**config.mk**
```make
export PLATFORM = sky130hd
export DESIGN_NAME = wt_mult
export DESIGN_NICKNAME = d
export VERILOG_FILES = /design/src/rtl/wt_pkg.sv /design/src/rtl/wt_ppgen.sv /design/src/rtl/wt_csa.sv /design/src/rtl/wt_cla.sv /design/src/rtl/wt_mult.sv
export SDC_FILE = /design/constraint.sdc
export NUM_CORES = 1
export LEC_CHECK = 0
export BUFFER_PORTS_ARGS = -buffer_cell sky130_fd_sc_hd__buf_2
export CAP_MARGIN = 20
export CORE_MARGIN = 2
export CORE_UTILIZATION = 60
export CTS_CLUSTER_SIZE = 30
export DETAILED_ROUTE_END_ITERATION = 12
export PLACE_DENSITY = 0.83
export SETUP_SLACK_MARGIN = 0.05
export SYNTH_ARGS = -nofsm -noshare
export SYNTH_HDL_FRONTEND = slang
export SYNTH_SLANG_ARGS = --single-unit
```
**constraint.sdc**
```tcl
create_clock -name clk -period 8.2 [get_ports clk]
set_input_delay 0.41 -clock clk [delete_from_list [all_inputs] [get_ports clk]]
set_output_delay 0.41 -clock clk [all_outputs]
set_load 0.02 [all_outputs]
```
**src/rtl/wt_pkg.sv**
```systemverilog
package wt_pkg;

  // Row count left after s carry-save stages, starting from n rows.
  // Each stage maps three rows to two; one or two leftover rows pass through.
  function automatic int rows_after(input int n, input int s);
    int r;
    r = n;
    for (int i = 0; i < s; i++) r = 2 * (r / 3) + (r % 3);
    return r;
  endfunction

  // Number of stages needed to bring n rows down to two.
  function automatic int csa_stages(input int n);
    int r;
    int c;
    r = n;
    c = 0;
    while (r > 2) begin
      r = 2 * (r / 3) + (r % 3);
      c++;
    end
    return c;
  endfunction

endpackage

```
**src/rtl/wt_ppgen.sv**
```systemverilog
module wt_ppgen #(
  parameter int N = 8,
  localparam int W = 2 * N
) (
  input  logic [N-1:0]        a,
  input  logic [N-1:0]        b,
  input  logic                sgn,
  output logic [N-1:0][W-1:0] rows
);

  // Row j holds a_i & b_j at column i+j.
  // In signed mode an entry is inverted when exactly one index is the top index.
  // Correction ones go into free slots of row 0: column N and column 2N-1.
  always_comb begin
    for (int j = 0; j < N; j++) begin
      rows[j] = '0;
      for (int i = 0; i < N; i++) begin
        rows[j][i+j] = (a[i] & b[j]) ^ (sgn & ((i == N-1) != (j == N-1)));
      end
    end
    rows[0][N]   = sgn;
    rows[0][W-1] = sgn;
  end

endmodule

```
**src/rtl/wt_csa.sv**
```systemverilog
module wt_csa #(
  parameter int W = 16
) (
  input  logic [W-1:0] x,
  input  logic [W-1:0] y,
  input  logic [W-1:0] z,
  output logic [W-1:0] sum,
  output logic [W-1:0] cry
);

  // One 3:2 compressor per column. The sum stays in its column and the carry
  // moves one column left. The carry out of the top column falls outside the
  // 2N-bit product and is dropped.
  always_comb begin
    sum    = x ^ y ^ z;
    cry[0] = 1'b0;
    for (int i = 1; i < W; i++) begin
      cry[i] = (x[i-1] & y[i-1]) | (x[i-1] & z[i-1]) | (y[i-1] & z[i-1]);
    end
  end

endmodule

```
**src/rtl/wt_cla.sv**
```systemverilog
module wt_cla #(
  parameter int W = 16,
  localparam int WP = ((W + 3) / 4) * 4,
  localparam int NG = WP / 4
) (
  input  logic [W-1:0] x,
  input  logic [W-1:0] y,
  output logic [W-1:0] s
);

  logic [WP-1:0] gen, prp, cin_bit, sp;
  logic [NG:0]   gcin;

  always_comb begin
    gen     = WP'(x) & WP'(y);
    prp     = WP'(x) ^ WP'(y);
    gcin[0] = 1'b0;
    cin_bit = '0;
    for (int q = 0; q < NG; q++) begin
      logic gg;
      logic gp;
      logic term;
      // Carry into each bit of the group, written out as sum of products.
      for (int k = 0; k < 4; k++) begin
        logic acc;
        term = gcin[q];
        for (int t = 0; t < k; t++) term = term & prp[4*q+t];
        acc = term;
        for (int m = 0; m < k; m++) begin
          term = gen[4*q+m];
          for (int t = m + 1; t < k; t++) term = term & prp[4*q+t];
          acc = acc | term;
        end
        cin_bit[4*q+k] = acc;
      end
      // Group generate and propagate feed the carry into the next group.
      gg = 1'b0;
      for (int m = 0; m < 4; m++) begin
        term = gen[4*q+m];
        for (int t = m + 1; t < 4; t++) term = term & prp[4*q+t];
        gg = gg | term;
      end
      gp = &prp[4*q +: 4];
      gcin[q+1] = gg | (gp & gcin[q]);
    end
    sp = prp ^ cin_bit;
    s  = sp[W-1:0];
  end

endmodule

```
**src/rtl/wt_mult.sv**
```systemverilog
module wt_mult #(
  parameter int N = 8
) (
  input  logic           clk,
  input  logic           rst,
  input  logic [N-1:0]   a_in,
  input  logic [N-1:0]   b_in,
  input  logic           sgn_mode,
  output logic [2*N-1:0] prod
);

  localparam int W    = 2 * N;
  localparam int NSTG = wt_pkg::csa_stages(N);

  logic [N-1:0][W-1:0] pp;
  logic [W-1:0]        lvl [0:NSTG][0:N-1];
  logic [W-1:0]        sum_out;

  wt_ppgen #(.N(N)) u_ppgen (
    .a    (a_in),
    .b    (b_in),
    .sgn  (sgn_mode),
    .rows (pp)
  );

  for (genvar r = 0; r < N; r++) begin : g_lvl0
    assign lvl[0][r] = pp[r];
  end

  for (genvar s = 0; s < NSTG; s++) begin : g_stage
    localparam int RIN  = wt_pkg::rows_after(N, s);
    localparam int G    = RIN / 3;
    localparam int REM  = RIN - 3 * G;
    localparam int ROUT = 2 * G + REM;
    for (genvar g = 0; g < G; g++) begin : g_grp
      wt_csa #(.W(W)) u_csa (
        .x   (lvl[s][3*g]),
        .y   (lvl[s][3*g+1]),
        .z   (lvl[s][3*g+2]),
        .sum (lvl[s+1][2*g]),
        .cry (lvl[s+1][2*g+1])
      );
    end
    for (genvar k = 0; k < REM; k++) begin : g_pass
      assign lvl[s+1][2*G+k] = lvl[s][3*G+k];
    end
    for (genvar r = ROUT; r < N; r++) begin : g_zero
      assign lvl[s+1][r] = '0;
    end
  end

  wt_cla #(.W(W)) u_cla (
    .x (lvl[NSTG][0]),
    .y (lvl[NSTG][1]),
    .s (sum_out)
  );

  always_ff @(posedge clk) begin
    if (rst) prod <= '0;
    else     prod <= sum_out;
  end

endmodule

```
==> results of run 1 <==
[worst max-delay path, cell delays in order]
cell	delay, ns
buf_2	0.14
and2_1	0.18
fa_1	0.53
inv_1	0.05
fa_1	0.47
inv_1	0.05
fa_1	0.52
inv_1	0.05
fa_1	0.52
inv_1	0.04
ha_1	0.35
a21o_1	0.18
a211oi_1	0.23
a21oi_1	0.15
ha_1	0.24
o211a_1	0.23
or3_1	0.35
a21oi_1	0.15
[synth_stat cells, drive strengths merged]
master   count
a211oi       1
a21o         3
a21oi        5
and2        29
buf          2
clkbuf       1
dfxtp       16
fa          41
ha          27
inv         46
nand2       35
nand3        1
nor2         8
nor2b        6
nor3         4
o2111ai      1
o211a        1
o211ai       1
o21a         5
o21ai        1
or2          1
or3          1
xnor2        9
xor2         9
[layer usage]
metal | up-vias | GRT usage (%) | wire (um)
li1 | 838 | - | -
met1 | 873 | 26.5 | 1680
met2 | 60 | 45.6 | 2470
met3 | 6 | 4.05 | 254
met4 | 0 | 4.08 | 44
met5 | - | 0 | 0
[through the flow]
step           power [W]  hold slack [ns]  utilization, %
3_5_place_dp    0.000592            0.759            69.0
4_1_cts         0.000669            0.497            70.4
2_1_floorplan   0.000479            0.482               -
5_1_grt         0.000746            0.500            70.4
6_report        0.000660            0.488            70.4
3_3_place_gp    0.000575            0.736            69.0
[power by group through the flow]
stage	clock, W	sequential (W)	combinational [W]
floorplan	0	0.000145	0.000334
global placement	0	0.000111	0.000464
detailed placement	0	0.000113	0.000480
CTS	0.0000704	0.000111	0.000487
global route	0.0000759	0.000113	0.000557
finish	0.0000708	0.000111	0.000479
[layout make-up]
class                      instances  area [um^2]
tap                               48         60.1
sequential                        16          320
fill                             310         1110
inverter                          46          173
multi-input combinational        189         1860
timing repair buffer              34          170
clock buffer                       4         55.1
[cell families after synthesis]
kind of cell               Yosys count  share of synthesized area, %
and+or+nand+nor                     85                          17.6
adders and majority gates           68                          48.9
buffers and inverters               49                          8.13
AOI/OAI and AO/OA                   18                          5.22
xor gates and xnor gates            18                          6.65
DFF                                 16                          13.5
[worst min path at each step]
stage	end	slack (ns)	cells after the start
finish	prod[0]	0.49	3
global route	prod[0]	0.50	3
CTS	prod[0]	0.50	3
detailed placement	prod[0]	0.76	3
global placement	prod[0]	0.74	3
floorplan	prod[12]	0.48	1
==> out/metrics.yaml, run 1 <==
fin_crit_sh_pct: 56.9
critical_path_arrival_ns: 4.85
setup_viol: 0
p_sw_w: 0.000306
cts_made_buffers: 3
vias_per_cell: 5.27
final_cell_mix: "46 x inv_1, 41 x fa_1, 35 x nand2_1"
antenna_found_initial: 0
seq_area_frac_synth_pct: 13.5
max-vdd-ir-drop_mv: 0.205
first_global_vias: 1891
worstPathMaxFanout: 8
crit_type: "input pin to flop"
core-area_um2: 3740
cts_setup_buffers: 0
endpoint_kind: "flop"
p_sw_share_pct: 46.4
synth_seq_cells: 16
setup_tns_ns: 0
dr.pass1.iters: 4
fin_crit_ns: 4.66
antenna_cells: 0
drive_gt1_share_pct: 13.5
powerDensity_nw_per_um2: 250
finalInstanceArea_um2: 2640
synthesis.area_um2: 2370
p_clk_share_pct: 10.7
pwr-share-seq_pct: 16.8
finalWirelength_mm: 4.45
clock-sinks: 16
final_nets: 377
io_pins: 35
slew_viol_final: 0
cts_resized: 0
dr_total_vias: 1777
dpl_worst_slack_ns: 3.24
die_y_um: 66.9
rsz0062_at_grt: "no"
place.detailed.hpwl_mm: 3.70
grt_overflow_total: 0
relSlewSlack_pct: 73.0
outcome: "finished clean"
syn-num-nets: 341
final_cell_count_no_fill: 337
synth_top_area_share_pct: 34.6
drt_iter0_markers: 59
cts_root_buf: "clkbuf_8"
layout_commonest_cell: "inv_1"
wire_per_inst_um: 13.2
tightest_slew_ns: 0.405
syn_to_final_growth_pct: 11.2
cts_hold_buf: 0
yosysWarnings: 0
netlist_top_cells_area: "fa_1 35%, ha_1 14%, dfxtp_1 14%, and2_1 7.7%, inv_1 7.3%"
synth.distinct_cells: 25
setup.worst_path.start_class: "input pin"
placed_cells_incl_taps: 333
worst_ep_required_time_ns: 8.39
combPwrFrac_pct: 72.5
largest_register: "prod"
grt_pass1_wl_mm: 7.82
hold_start: "a_in[0]"
synth_top_area_cell: "fa_1"
max_cap_violations: 0
avgSynthCellArea_um2: 9.33
grt_max_degree: 17
fmaxAchievable_mhz: 214
drcViolationCount: 0
postRouteAntennaNets: 0
synth_cells: 254
reg_top3: "prod (16)"
die_area_um2: 4470
crit_path_end: "prod[15]"
place_area_um2: 2580
place_congestion: 0.863
leakage_nw: 1.37
gr-usage-all-layers_pct: 23.4
crit_path_start: "a_in[6]"
initial_utilization_pct: 63.3
p_int_w: 0.000354
hp-class: "input pin to flop"
setup_ws_ns: 3.54
hold_viol_final: 0
largest_register_ff_count: 16
cts_tree: "done"
port-buffer-count: 34
fp.dieW_um: 66.9
htreeDepth: 1
clkTransAtPathRegs_ns: 0.07
row_count: 22
clock_path_buffers: 2
Note: power is estimated with default switching activity, not from simulation.
==> run 2, diff against run 1 <==
--- a/config.mk
+++ b/config.mk
@@ -8,10 +8,10 @@
 export BUFFER_PORTS_ARGS = -buffer_cell sky130_fd_sc_hd__buf_2
 export CAP_MARGIN = 20
 export CORE_MARGIN = 2
-export CORE_UTILIZATION = 60
+export CORE_UTILIZATION = 59
 export CTS_CLUSTER_SIZE = 30
 export DETAILED_ROUTE_END_ITERATION = 12
-export PLACE_DENSITY = 0.83
+export PLACE_DENSITY = 0.82
 export SETUP_SLACK_MARGIN = 0.05
 export SYNTH_ARGS = -nofsm -noshare
 export SYNTH_HDL_FRONTEND = slang
==> constraint.sdc (replaced) <==
create_clock -name clk -period 4.8 [get_ports clk]
set_input_delay 0.24 -clock clk [delete_from_list [all_inputs] [get_ports clk]]
set_output_delay 0.24 -clock clk [all_outputs]
set_load 0.02 [all_outputs]
==> out/metrics.yaml, run 2 (synthesis gave the netlist of run 1 again) <==
p_clk_share_pct: 10.2  # -0.5 points
core-area_um2: 3940  # +5.3%
largest_register_ff_count: 16  # unchanged
syn_to_final_growth_pct: 11.9
max-vdd-ir-drop_mv: 0.306  # +49%
port-buffer-count: 34  # unchanged
die_y_um: 67.4  # +0.80%
antenna_cells: 0  # unchanged
grt_overflow_total: 0  # unchanged
vias_per_cell: 5.14  # -2.6%
layout_commonest_cell: "inv_1"
postRouteAntennaNets: 0  # unchanged
place.detailed.hpwl_mm: 3.58  # -3.2%
io_pins: 35  # unchanged
largest_register: "prod"
htreeDepth: 1  # unchanged
setup_viol: 0  # unchanged
drt_iter0_markers: 53  # -10%
clock-sinks: 16  # unchanged
setup.worst_path.start_class: "input pin"
grt_pass1_wl_mm: 7.14  # -8.6%
tightest_slew_ns: 0.271  # -0.134 ns
final_nets: 379  # +0.53%
cts_hold_buf: 0  # unchanged
fp.dieW_um: 67.4  # +0.80%
combPwrFrac_pct: 73.2  # +0.7 points
place_area_um2: 2600  # +0.68%
grtUsageMet2_pct: 38.1  # -7.5 points
cts_root_buf: "clkbuf_8"
worst_ep_required_time_ns: 4.98  # -3.41 ns
drcViolationCount: 0  # unchanged
antenna_found_initial: 0  # unchanged
max_cap_violations: 0  # unchanged
cts_setup_buffers: 0  # unchanged
outcome: "finished clean"
p_int_w: 0.000616  # +74%
grt_max_degree: 17  # unchanged
pwr-share-seq_pct: 16.7  # about the same
fillers: 344  # +11%
worstPathMaxFanout: 8  # unchanged
fin_crit_sh_pct: 92.5
hold_start: "a_in[0]"
finalWirelength_mm: 4.08  # -8.4%
drive_gt1_share_pct: 14.1  # +0.59 points
dr_total_vias: 1752  # -1.4%
fmaxAchievable_mhz: 225
clock_path_buffers: 2  # unchanged
fin_crit_ns: 4.44
relSlewSlack_pct: 82.0  # +8.9 points
final_cell_mix: "46 x inv_1, 41 x fa_1, 35 x nand2_1"
hp-class: "input pin to flop"
leakage_nw: 1.38  # +0.70%
powerDensity_nw_per_um2: 423  # +69%
crit_path_start: "a_in[6]"
crit_type: "input pin to flop"
first_global_vias: 1736  # -8.2%
hold_viol_final: 0  # unchanged
die_area_um2: 4540  # +1.6%
final_cell_count_no_fill: 341  # +1.2%
rsz0062_at_grt: "no"
critical_path_arrival_ns: 4.62  # -0.23 ns
cts_made_buffers: 3  # unchanged
row_count: 23  # +4.5%
p_sw_share_pct: 45.1  # -1.3 points
dr.pass1.iters: 4  # unchanged
grt_util_met3_pct: 3.33  # -0.72 points
met1_usage_pct: 25.1  # -1.4 points
finalInstanceArea_um2: 2650  # +0.66%
cts_tree: "done"
place_congestion: 0.874  # +1.3%
slew_viol_final: 0  # unchanged
p_sw_w: 0.000505  # +65%
setup_tns_ns: 0  # unchanged
initial_utilization_pct: 60.1  # -3.2 points
cts_resized: 0  # unchanged
endpoint_kind: "flop"
reg_top3: "prod (16)"
wire_per_inst_um: 12.0  # -9.5%
top_usage_layer: "met2"
hold-worst-slack_ns: 0.297  # -0.191 ns
clkTransAtPathRegs_ns: 0.06  # about the same
gr-usage-all-layers_pct: 20.5  # -2.8 points
placed_cells_incl_taps: 337  # +1.2%
==> run 2: layer usage <==
| metal | wire length [um] | vias to the layer above | part of all wire, % |
|---|---|---|---|
| li1 | - | 845 | - |
| met1 | 1660 | 865 | 41 |
| met2 | 2210 | 35 | 54 |
| met3 | 155 | 7 | 3.8 |
| met4 | 44 | 0 | 1.1 |
| met5 | 0 | - | 0 |
==> run 2: area by class of cell <==
type / instances / area [um^2] / share of cell area (%)
clock buffers: 4 / 55.1 / 2.07
inverters: 46 / 173 / 6.51
multi-input cells: 189 / 1860 / 70.0
flip-flops and latches: 16 / 320 / 12.1
well taps: 50 / 62.6 / 2.36
repair buffers: 36 / 185 / 6.98
==> run 2: final timing paths <==
path	end	slack [ns]	cells past startpoint
worst min-delay path	prod[0]	0.30	3
worst max-delay path	prod[15]	0.36	18
==> run 2: metrics by stage <==
stage | power, W | setup slack [ns] | utilization (%)
after floorplan | 0.000818 | 0.308 | -
after global placement | 0.000993 | 0.193 | 65.9
after detailed placement | 0.00102 | 0.114 | 65.9
after CTS | 0.00115 | 0.350 | 67.3
after global routing | 0.00128 | 0.176 | 67.3
final | 0.00112 | 0.359 | 67.3
==> run 2: worst max-delay path, stage by stage <==
cell and delay, ns:
buf_2 0.14, and2_1 0.18, fa_1 0.53, inv_1 0.05, fa_1 0.48, inv_1 0.05
fa_1 0.53, inv_1 0.06, fa_1 0.54, inv_1 0.04, ha_1 0.29, a21o_1 0.16
a211oi_1 0.22, a21oi_1 0.15, ha_1 0.24, o211a_1 0.23, or3_1 0.35, a21oi_1 0.14
==> run 2: power by group through the flow <==
stage | registers [W] | clock network (W) | logic, W
6_report | 0.000187 | 0.000114 | 0.000820
5_1_grt | 0.000192 | 0.000127 | 0.000962
4_1_cts | 0.000188 | 0.000120 | 0.000840
3_5_place_dp | 0.000191 | 0 | 0.000830
3_3_place_gp | 0.000191 | 0 | 0.000801
2_1_floorplan | 0.000249 | 0 | 0.000570
